<file path="src/rtl/rpn_pkg.sv">
package rpn_pkg;

    localparam logic [2:0] OPC_PUSH = 3'd0;
    localparam logic [2:0] OPC_POP  = 3'd1;
    localparam logic [2:0] OPC_ADD  = 3'd2;
    localparam logic [2:0] OPC_SUB  = 3'd3;
    localparam logic [2:0] OPC_MUL  = 3'd4;
    localparam logic [2:0] OPC_DIV  = 3'd5;

    typedef enum logic [0:0] {
        ST_IDLE   = 1'b0,
        ST_DIVIDE = 1'b1
    } unit_state_t;

endpackage

</file>
<file path="src/rtl/rpn_divider.sv">
// Iterative signed divider: one quotient bit per cycle, truncating toward zero.
module rpn_divider #(
    parameter int W = 16
) (
    input  logic         clk,
    input  logic         rst_n,
    input  logic         start,
    input  logic [W-1:0] dividend,
    input  logic [W-1:0] divisor,
    output logic         done,
    output logic [W-1:0] quotient
);
    localparam int CW = $clog2(W + 1);

    logic [W-1:0]  rem_q, quo_q, den_q;
    logic [CW-1:0] cnt_q;
    logic          neg_q, run_q;
    logic [W-1:0]  mag_a, mag_b;
    logic [W:0]    trial;

    assign mag_a = dividend[W-1] ? (~dividend + 1'b1) : dividend;
    assign mag_b = divisor[W-1]  ? (~divisor + 1'b1)  : divisor;
    assign trial = {rem_q, quo_q[W-1]} - {1'b0, den_q};

    always_ff @(posedge clk or negedge rst_n) begin
        if (!rst_n) begin
            rem_q <= '0;
            quo_q <= '0;
            den_q <= '0;
            cnt_q <= '0;
            neg_q <= 1'b0;
            run_q <= 1'b0;
        end else if (start) begin
            rem_q <= '0;
            quo_q <= mag_a;
            den_q <= mag_b;
            cnt_q <= CW'(W);
            neg_q <= dividend[W-1] ^ divisor[W-1];
            run_q <= 1'b1;
        end else if (run_q) begin
            if (cnt_q != '0) begin
                if (!trial[W]) begin
                    rem_q <= trial[W-1:0];
                    quo_q <= {quo_q[W-2:0], 1'b1};
                end else begin
                    rem_q <= {rem_q[W-2:0], quo_q[W-1]};
                    quo_q <= {quo_q[W-2:0], 1'b0};
                end
                cnt_q <= cnt_q - 1'b1;
            end else begin
                run_q <= 1'b0;
            end
        end
    end

    assign done     = run_q && (cnt_q == '0);
    assign quotient = neg_q ? (~quo_q + 1'b1) : quo_q;

endmodule

</file>
<file path="src/rtl/rpn_stack.sv">
// Register stack with push, pop and fold (replace top two with one value).
module rpn_stack #(
    parameter int W     = 16,
    parameter int DEPTH = 8
) (
    input  logic                       clk,
    input  logic                       rst_n,
    input  logic                       push_en,
    input  logic                       pop_en,
    input  logic                       fold_en,
    input  logic [W-1:0]               wdata,
    output logic [W-1:0]               top,
    output logic [W-1:0]               second,
    output logic [$clog2(DEPTH+1)-1:0] count
);
    localparam int CNT_W = $clog2(DEPTH + 1);
    localparam int IDX_W = (DEPTH > 1) ? $clog2(DEPTH) : 1;

    logic [W-1:0]     ent [DEPTH];
    logic [CNT_W-1:0] cm1, cm2;

    assign cm1 = count - 1'b1;
    assign cm2 = count - 2'd2;

    always_ff @(posedge clk or negedge rst_n) begin
        if (!rst_n) begin
            count <= '0;
        end else if (push_en) begin
            count <= count + 1'b1;
        end else if (pop_en || fold_en) begin
            count <= count - 1'b1;
        end
    end

    always_ff @(posedge clk) begin
        for (int i = 0; i < DEPTH; i++) begin
            if ((push_en && count == CNT_W'(i)) ||
                (fold_en && count == CNT_W'(i + 2))) begin
                ent[i] <= wdata;
            end
        end
    end

    assign top    = (count >= CNT_W'(1)) ? ent[cm1[IDX_W-1:0]] : '0;
    assign second = (count >= CNT_W'(2)) ? ent[cm2[IDX_W-1:0]] : '0;

endmodule

</file>
<file path="src/rtl/rpn_stack_unit.sv">
module rpn_stack_unit #(
    parameter int DATA_W = 16,
    parameter int ADDR_W = 4,
    parameter int DEPTH  = 8
) (
    input  logic              clk,
    input  logic              rst_n,
    input  logic              in_valid,
    output logic              in_ready,
    input  logic [2:0]        in_op,
    input  logic [ADDR_W-1:0] in_addr,
    output logic [ADDR_W-1:0] mem_addr,
    output logic              mem_we,
    output logic [DATA_W-1:0] mem_wdata,
    input  logic [DATA_W-1:0] mem_rdata,
    output logic [DATA_W-1:0] tos,
    output logic              busy,
    output logic              err_overflow,
    output logic              err_underflow,
    output logic              err_divzero
);
    import rpn_pkg::*;

    localparam int CNT_W = $clog2(DEPTH + 1);

    unit_state_t      state_q, state_d;
    logic             fire, is_push, is_pop, is_alu, is_div;
    logic             f_ovf, f_unf, f_dz, clean;
    logic [CNT_W-1:0] stk_count;
    logic [DATA_W-1:0] s_top, s_second, alu_res, st_wdata, div_q;
    logic             st_push, st_pop, st_fold, div_start, div_done;

    assign fire    = in_valid && in_ready;
    assign is_push = (in_op == OPC_PUSH);
    assign is_pop  = (in_op == OPC_POP);
    assign is_div  = (in_op == OPC_DIV);
    assign is_alu  = (in_op == OPC_ADD) || (in_op == OPC_SUB) || (in_op == OPC_MUL);

    assign f_ovf = fire && is_push && (stk_count == CNT_W'(DEPTH));
    assign f_unf = fire && ((is_pop && stk_count == '0) ||
                            ((is_alu || is_div) && stk_count < CNT_W'(2)));
    assign f_dz  = fire && is_div && !f_unf && (s_top == '0);
    assign clean = fire && !f_ovf && !f_unf && !f_dz;

    always_comb begin
        unique case (in_op)
            OPC_ADD: alu_res = s_second + s_top;
            OPC_SUB: alu_res = s_second - s_top;
            default: alu_res = s_second * s_top;
        endcase
    end

    assign div_start = clean && is_div;
    assign st_push   = clean && is_push;
    assign st_pop    = clean && is_pop;
    assign st_fold   = (clean && is_alu) || (state_q == ST_DIVIDE && div_done);
    assign st_wdata  = (state_q == ST_DIVIDE) ? div_q : (is_push ? mem_rdata : alu_res);

    rpn_stack #(.W(DATA_W), .DEPTH(DEPTH)) u_stack (
        .clk     (clk),
        .rst_n   (rst_n),
        .push_en (st_push),
        .pop_en  (st_pop),
        .fold_en (st_fold),
        .wdata   (st_wdata),
        .top     (s_top),
        .second  (s_second),
        .count   (stk_count)
    );

    rpn_divider #(.W(DATA_W)) u_div (
        .clk      (clk),
        .rst_n    (rst_n),
        .start    (div_start),
        .dividend (s_second),
        .divisor  (s_top),
        .done     (div_done),
        .quotient (div_q)
    );

    // Next-state logic
    always_comb begin
        state_d = state_q;
        unique case (state_q)
            ST_IDLE:   if (div_start) state_d = ST_DIVIDE;
            ST_DIVIDE: if (div_done)  state_d = ST_IDLE;
            default:   state_d = ST_IDLE;
        endcase
    end

    // State register
    always_ff @(posedge clk or negedge rst_n) begin
        if (!rst_n) state_q <= ST_IDLE;
        else        state_q <= state_d;
    end

    // Registered outputs: status of the last accepted instruction
    always_ff @(posedge clk or negedge rst_n) begin
        if (!rst_n) begin
            err_overflow  <= 1'b0;
            err_underflow <= 1'b0;
            err_divzero   <= 1'b0;
        end else if (fire) begin
            err_overflow  <= f_ovf;
            err_underflow <= f_unf;
            err_divzero   <= f_dz;
        end
    end

    assign in_ready  = (state_q == ST_IDLE);
    assign busy      = (state_q == ST_DIVIDE);
    assign tos       = s_top;
    assign mem_addr  = in_addr;
    assign mem_we    = st_pop;
    assign mem_wdata = s_top;

endmodule

</file>
<file path="config.mk">
export PLATFORM = sky130hd
export DESIGN_NAME = rpn_stack_unit
export DESIGN_NICKNAME = d
export VERILOG_FILES = /design/src/rtl/rpn_pkg.sv /design/src/rtl/rpn_divider.sv /design/src/rtl/rpn_stack.sv /design/src/rtl/rpn_stack_unit.sv
export SDC_FILE = /design/constraint.sdc
export NUM_CORES = 1
export LEC_CHECK = 0
export BUFFER_PORTS_ARGS = -buffer_cell sky130_fd_sc_hd__buf_4
export CELL_PAD_IN_SITES_DETAIL_PLACEMENT = 1
export CELL_PAD_IN_SITES_GLOBAL_PLACEMENT = 1
export CORE_ASPECT_RATIO = 1.5
export CORE_MARGIN = 2
export CORE_UTILIZATION = 50
export DETAILED_ROUTE_END_ITERATION = 10
export PLACE_DENSITY_LB_ADDON = 0.1
export SYNTH_ARGS = -nofsm -noshare
export SYNTH_HDL_FRONTEND = slang
export SYNTH_SLANG_ARGS = --single-unit
</file>
<file path="constraint.sdc">
create_clock -name clk -period 20.4 [get_ports clk]
set_input_delay 2.04 -clock clk [delete_from_list [all_inputs] [get_ports clk]]
set_output_delay 2.04 -clock clk [all_outputs]
set_load 0.05 [all_outputs]
</file>
# Yosys cells after proc, flatten, opt, wreduce, memory -nomap -nowiden
# Memory sizes are Yosys's and may differ from the RTL's.
# Cells that the tools add are included.
# word_totals
reg_bits,63
ram_bits,128
elab_cells,176
mem_count,1
# memory_table
name,words,word_bits,read_ports,rd_ports_with_merged_regs,wr,line_no,text
u_stack.ent,8,16,2,0,1,rpn_stack.sv:19,logic [W-1:0] ent [DEPTH];
# op_classes
n_addsub,10
n_mul,1
magnitude_cmp,3
n_eq_ne,14
muxes,64
n_bitwise,5
n_reduce_logical,67
# op_table
operator,count
$mux W16,21
$reduce_or A16 Y1,7
$add A16 B1 Y16 const B,3
$not A16 Y16,3
$logic_and A1 B1 Y1,34
$pmux W16 S2,1
$mux W1,29
$mux W3,7
$sub A17 B16 Y17,1
$add A16 B16 Y16,1
$eq A4 B3 Y1 const B,4
$logic_not A16 Y1,1
$mul A16 B16 Y16,1
$sub A16 B16 Y16,1
$mux W5,3
$logic_or A1 B1 Y1,14
$eq A4 B2 Y1 const B,2
$eq A4 B4 Y1 const B,2
$mux W4,2
$eq A3 B2 Y1 const B,2
$eq A3 B3 Y1 const B,2
$reduce_bool A2 Y1,3
$logic_not A5 Y1,1
$reduce_bool A5 Y1,1
16 further kinds,18

# Logic depth before layout (Yosys ltp)
# depth
word_depth,26
mapped_depth,37
mapped_depth_nobuf,28

# Cells and area by module
# A second synthesis with hierarchy kept.
# hier_totals
cells_unflattened,1624
hier_area_um2,16538.4
# by_module_without_submodules
module,instances,cells_each,area_per_inst_um2,seq_area_each_um2
rpn_stack,1,396,6480.0,3943.8
rpn_stack_unit,1,752,5878.1,100.1
rpn_divider,1,476,4180.3,1376.3

# Worst setup path before layout
# No wires, ideal clock.
# synth_path
path_kind,register to register
startpoint,register u_stack.count[0]
endpoint,"memory u_stack.ent[0][15], data pin"
setup_ps,230
arrival_time_ps,8509
required_time_ps,20170
setup_slack_ps,11661
path_stages_with_launch,35
path_buffers,10
period_less_slack_ps,8739
path_cell_list,dfrtp_1 buf_6 buf_6 buf_8 buf_8 buf_6 buf_6 inv_1 ha_1 buf_2 buf_2 buf_4 mux4_2 nand2_1 a21oi_1 clkbuf_1 nand2_1 fa_1 fa_1 inv_1 fa_1 fa_1 inv_1 fa_1 fa_1 xor2_1 xnor2_1 xnor2_1 xnor2_1 xnor2_1 xnor2_1 xnor3_1 xnor2_1 a211o_1 o22ai_1
# synth_rtl
item,line_no,text
"start, declared",rpn_stack.sv:14,output logic [$clog2(DEPTH+1)-1:0] count
"start signal, assigned",rpn_stack.sv:29,count <= count + 1'b1;
"start signal, assigned",rpn_stack.sv:31,count <= count - 1'b1;
$sub A4 B1 Y4,n/a,
$mem_v2 Z8 W16,n/a,
$mux W16 *,rpn_stack.sv:44,assign top = (count >= CNT_W'(1)) ? ent[cm1[IDX_W-1:0]] : '0;
named net mem_wdata[8],rpn_stack_unit.sv:14,"output logic [DATA_W-1:0] mem_wdata,"
$mul A16 B16 Y16 (tied with other cells),rpn_stack_unit.sv:49,default: alu_res = s_second * s_top;
$pmux W16 S2 *,rpn_stack_unit.sv:46,unique case (in_op)
$mux W16 * (2 in a row),rpn_stack_unit.sv:57,assign st_wdata = (state_q == ST_DIVIDE) ? div_q : (is_push ? mem_rdata : alu_res);
named net st_wdata[15],rpn_stack_unit.sv:30,"logic [DATA_W-1:0] s_top, s_second, alu_res, st_wdata, div_q;"
$mux W16 (no source line) (6 in a row),n/a,
$mux W16 (no source line) *,n/a,
"end, declared",rpn_stack.sv:19,
# The timed path passes the listed nets; every way through them passes the cells marked *.

# Final worst setup path
# layout_path
startpoint,register u_stack.count[1]
endpoint,"memory u_stack.ent[5][15], data pin"
# layout_rtl
item,line_no
$sub A4 B1 Y4 / $sub A3 B2 Y3 (equally long branches),n/a
$mem_v2 Z8 W16,n/a
$mux W16 (on tied branches),"rpn_stack.sv:44, rpn_stack.sv:45"
$mul A16 B16 Y16 (tied with other cells),rpn_stack_unit.sv:49
$pmux W16 S2 *,rpn_stack_unit.sv:46
$mux W16 * (2 in a row),rpn_stack_unit.sv:57
named net st_wdata[15],rpn_stack_unit.sv:30
$mux W16 (no source line) (6 in a row),n/a
$mux W16 (no source line) *,n/a
# Marked as above.

==> key figures <==
Run status
  • Outcome: finished clean

Clocking
  • CTS max path bufs: 2
  • CTS Buf Count: 17
  • PostCTS Resize Cnt: 0
  • Hold Buf Count CTS: 0
  • # Post-CTS Setup Buffers: 0
  • Clock sink count: about 190
  • CTS clk-pin slew, worst paths: approximately 0.080 ns
  • Clk_lat worst skew: about 0.46 ns
  • CTS Root Cell: clkbuf_16
  • Htree depth: 4
  • TritonCTS clock tree: done

Placement
  • Placed cells: 1969
  • Placer's final routability congestion estimate: between 0.9 and 1
  • Hpwl dp: roughly 38000 um
  • Port bufs: 59

Setup path
  • Cells on worst reg2reg path: 27
  • R2R Path Start: u_stack.count[1]
  • Crit-path max FO: 38
  • Critical path endpoint category: register
  • CP delay by family, top: adder cells
  • Max incr delay on CP: about 0.82 ns
  • WP data arrival: around 10 ns
  • Nature of the critical path startpoint: register
  • Crit path max-delay cell type: ha_1
  • Setup CP Type: register to register
  • Req. time, crit path: roughly 21 ns
  • RR Endpoint: u_stack.ent[5][15]
  • R2r setup slk: around 11 ns
  • Crit path buf inv count: 6

STA
  • Final hold violations: 0
  • Setup Skew: slightly below 0.02 ns
  • Max transition margin: 24.0%
  • Final setup viols: 0
  • Setup TNS Final: 0 ns
  • Hold Slack: just under 0.5 ns
  • Fmax: 0.101 GHz
  • RSZ-0062 raised after global routing: no
  • Max-slew violations: 0
  • Minimum clock period: roughly 9.9 ns
  • Final period util: about 48%
  • Worst-margin pin slew: 1.14 ns

Worst hold path
  • Hold path depth: 2
  • Hold Path Class: register to register
  • Worst hold start: u_div.den_q[11]
  • WHS Endpoint: u_div.den_q[11]

Layout
  • Final nets: roughly 1800
  • Final Core Density: 54.4%
  • Register area: 5420 sq um
  • Layout filler cell count: approximately 3500
  • Share of cells above drive strength 1: 14.0%
  • # diodes: 0
  • Final std cells w/o fill: 2001
  • Area grow syn2layout: 7.31%
  • Area of the multi-input gates: between 9000 and 10000 sq um

Global route
  • Gr usage total: 31.4%
  • First-pass GRT wire length: roughly 80000 um
  • Largest net degree at the start of global routing: 68
  • Vias in the first global route: 13200
  • GRT overflow: 0
  • Initial antenna violation count: 0

Synth
  • Netlist cell types: 78
  • EDFF count, synth: ~130
  • Share of the synthesized area in the top cell type: approximately a quarter
  • Post-synth top cells: nand2_1 (183), inv_1 (157), nor2_1 (154), edfxtp_1 (128), xnor2_1 (102)
  • Mapped cell area: 16100 sq um
  • Area leader, netlist: edfxtp_1
  • Asr flop ratio synth: approximately a third
  • Syn. warnings: 0
  • Syn Inst Count: around 1600
  • Register bit total from synthesis: approximately 190
  • Seq/Total Area, Yosys: about a third
  • Synth area leaders: edfxtp_1 (24%), fa_1 (10%), dfrtp_1 (9.8%)
  • Most frequent cell after synthesis: nand2_1
  • Syn nets: 1788
  • Average cell area after synthesis: 10.1 sq um
  • Synth Flop Type: edfxtp_1

Drt
  • Drt pass-1 iters: 7
  • Total routed wirelength: 50300 um
  • Iter 0 DRT Violations: roughly 730
  • Vias per cell: 6.08
  • Via count: about 12000
  • Routed len/inst: 25.1 um
  • Post-route ant nets: 0
  • DRC Markers: 0

Die
  • Core area: approximately 32000 sq um
  • Chip height: between 200 and 250 um
  • Ports: a little under 70
  • Number of core rows: 80
  • Die X: between 150 and 200 um
  • Die Area: roughly 34000 sq um
  • Initial Util: 50.7%

Run
  • Max-cap violations: 0
==> kinds of logic after synthesis <==
| family | count (synthesis) | share of synthesized area [%] |
|---|---|---|
| adder cells (fa/ha/maj) | 177 | 17.6 |
| XOR/XNOR | 123 | 7.09 |
| buffers and inverters | 276 | 7.60 |
| AO/OA/AOI/OAI | 243 | 9.52 |
| AND/OR/NAND/NOR | 474 | 13.2 |
| flip-flops | 191 | 33.7 |
| multiplexers | 101 | 11.3 |
==> flip-flops by register name (all words and copies together), names as in the netlist <==
| register | flops |
|---|---|
| err_underflow | 1 |
| u_div.den_q | 16 |
| u_div.run_q | 1 |
| u_stack.count | 4 |
| u_div.neg_q | 1 |
| u_div.cnt_q | 5 |
| busy | 1 |
| u_div.quo_q | 16 |
| err_divzero | 1 |
| err_overflow | 1 |
| u_stack.ent | 128 |
| u_div.rem_q | 16 |
==> metrics by stage <==
stage               instance area [sq um]  setup slack (ns)
floorplan                           16100             11.66
global placement                    16700             10.94
detailed placement                  16700             10.64
CTS                                 17300             10.58
global route                        17300              10.0
finish                              17300             10.55
==> metal layers <==
layer / vias to the layer above / wire [um] / track usage (%)
met5: - / 0 / 0
met4: 0 / 3040 / 18.4
met3: 138 / 2330 / 3.81
met2: 409 / 26000 / 54.6
met1: 6228 / 18900 / 36.8
li1: 5400 / - / -
==> cell type report <==
cell class	count	share of cell area (%)
tap	410	2.97
timing repair buffer	81	3.52
multi-input combinational	1118	54.9
clock buffer	17	2.47
clock inverter	15	0.994
inverter	169	3.68
sequential	191	31.4
==> worst min-delay path: stages, from the launching register on <==
cell and delay [ns]:
dfrtp_1 0.35, nand2_1 0.05, o21ai_1 0.06
==> worst max-delay path by stage <==
stage	start	to	slack (ns)	cells past startpoint
after detailed placement	u_stack.count[1]	u_stack.ent[1][15]	10.64	28
final	u_stack.count[1]	u_stack.ent[5][15]	10.55	27
after global placement	u_stack.count[1]	u_stack.ent[0][14]	10.94	24
after floorplan	u_stack.count[0]	u_stack.ent[0][15]	11.66	34
after CTS	u_stack.count[1]	u_stack.ent[5][15]	10.58	28
after global routing	u_stack.count[1]	u_stack.ent[5][15]	10.0	27
==> placed cells by master (no fill, tap or decap), drive strengths merged, types with 11 or more instances in the layout <==
cell type,instances
nand2,186
inv,171
nor2,157
edfxtp,128
xnor2,102
ha,95
fa,82
buf,81
o21ai,71
mux4,64
dfrtp,63
a21oi,60
mux2i,31
nor3,24
nand3,21
a31oi,20
clkbuf,17
xor2,17
a21o,14
or3,14
a211oi,14
nor2b,13
clkinv,11
Power is not shown: default switching activity piles up to over one toggle a cycle in this logic, so the estimate is an artifact.
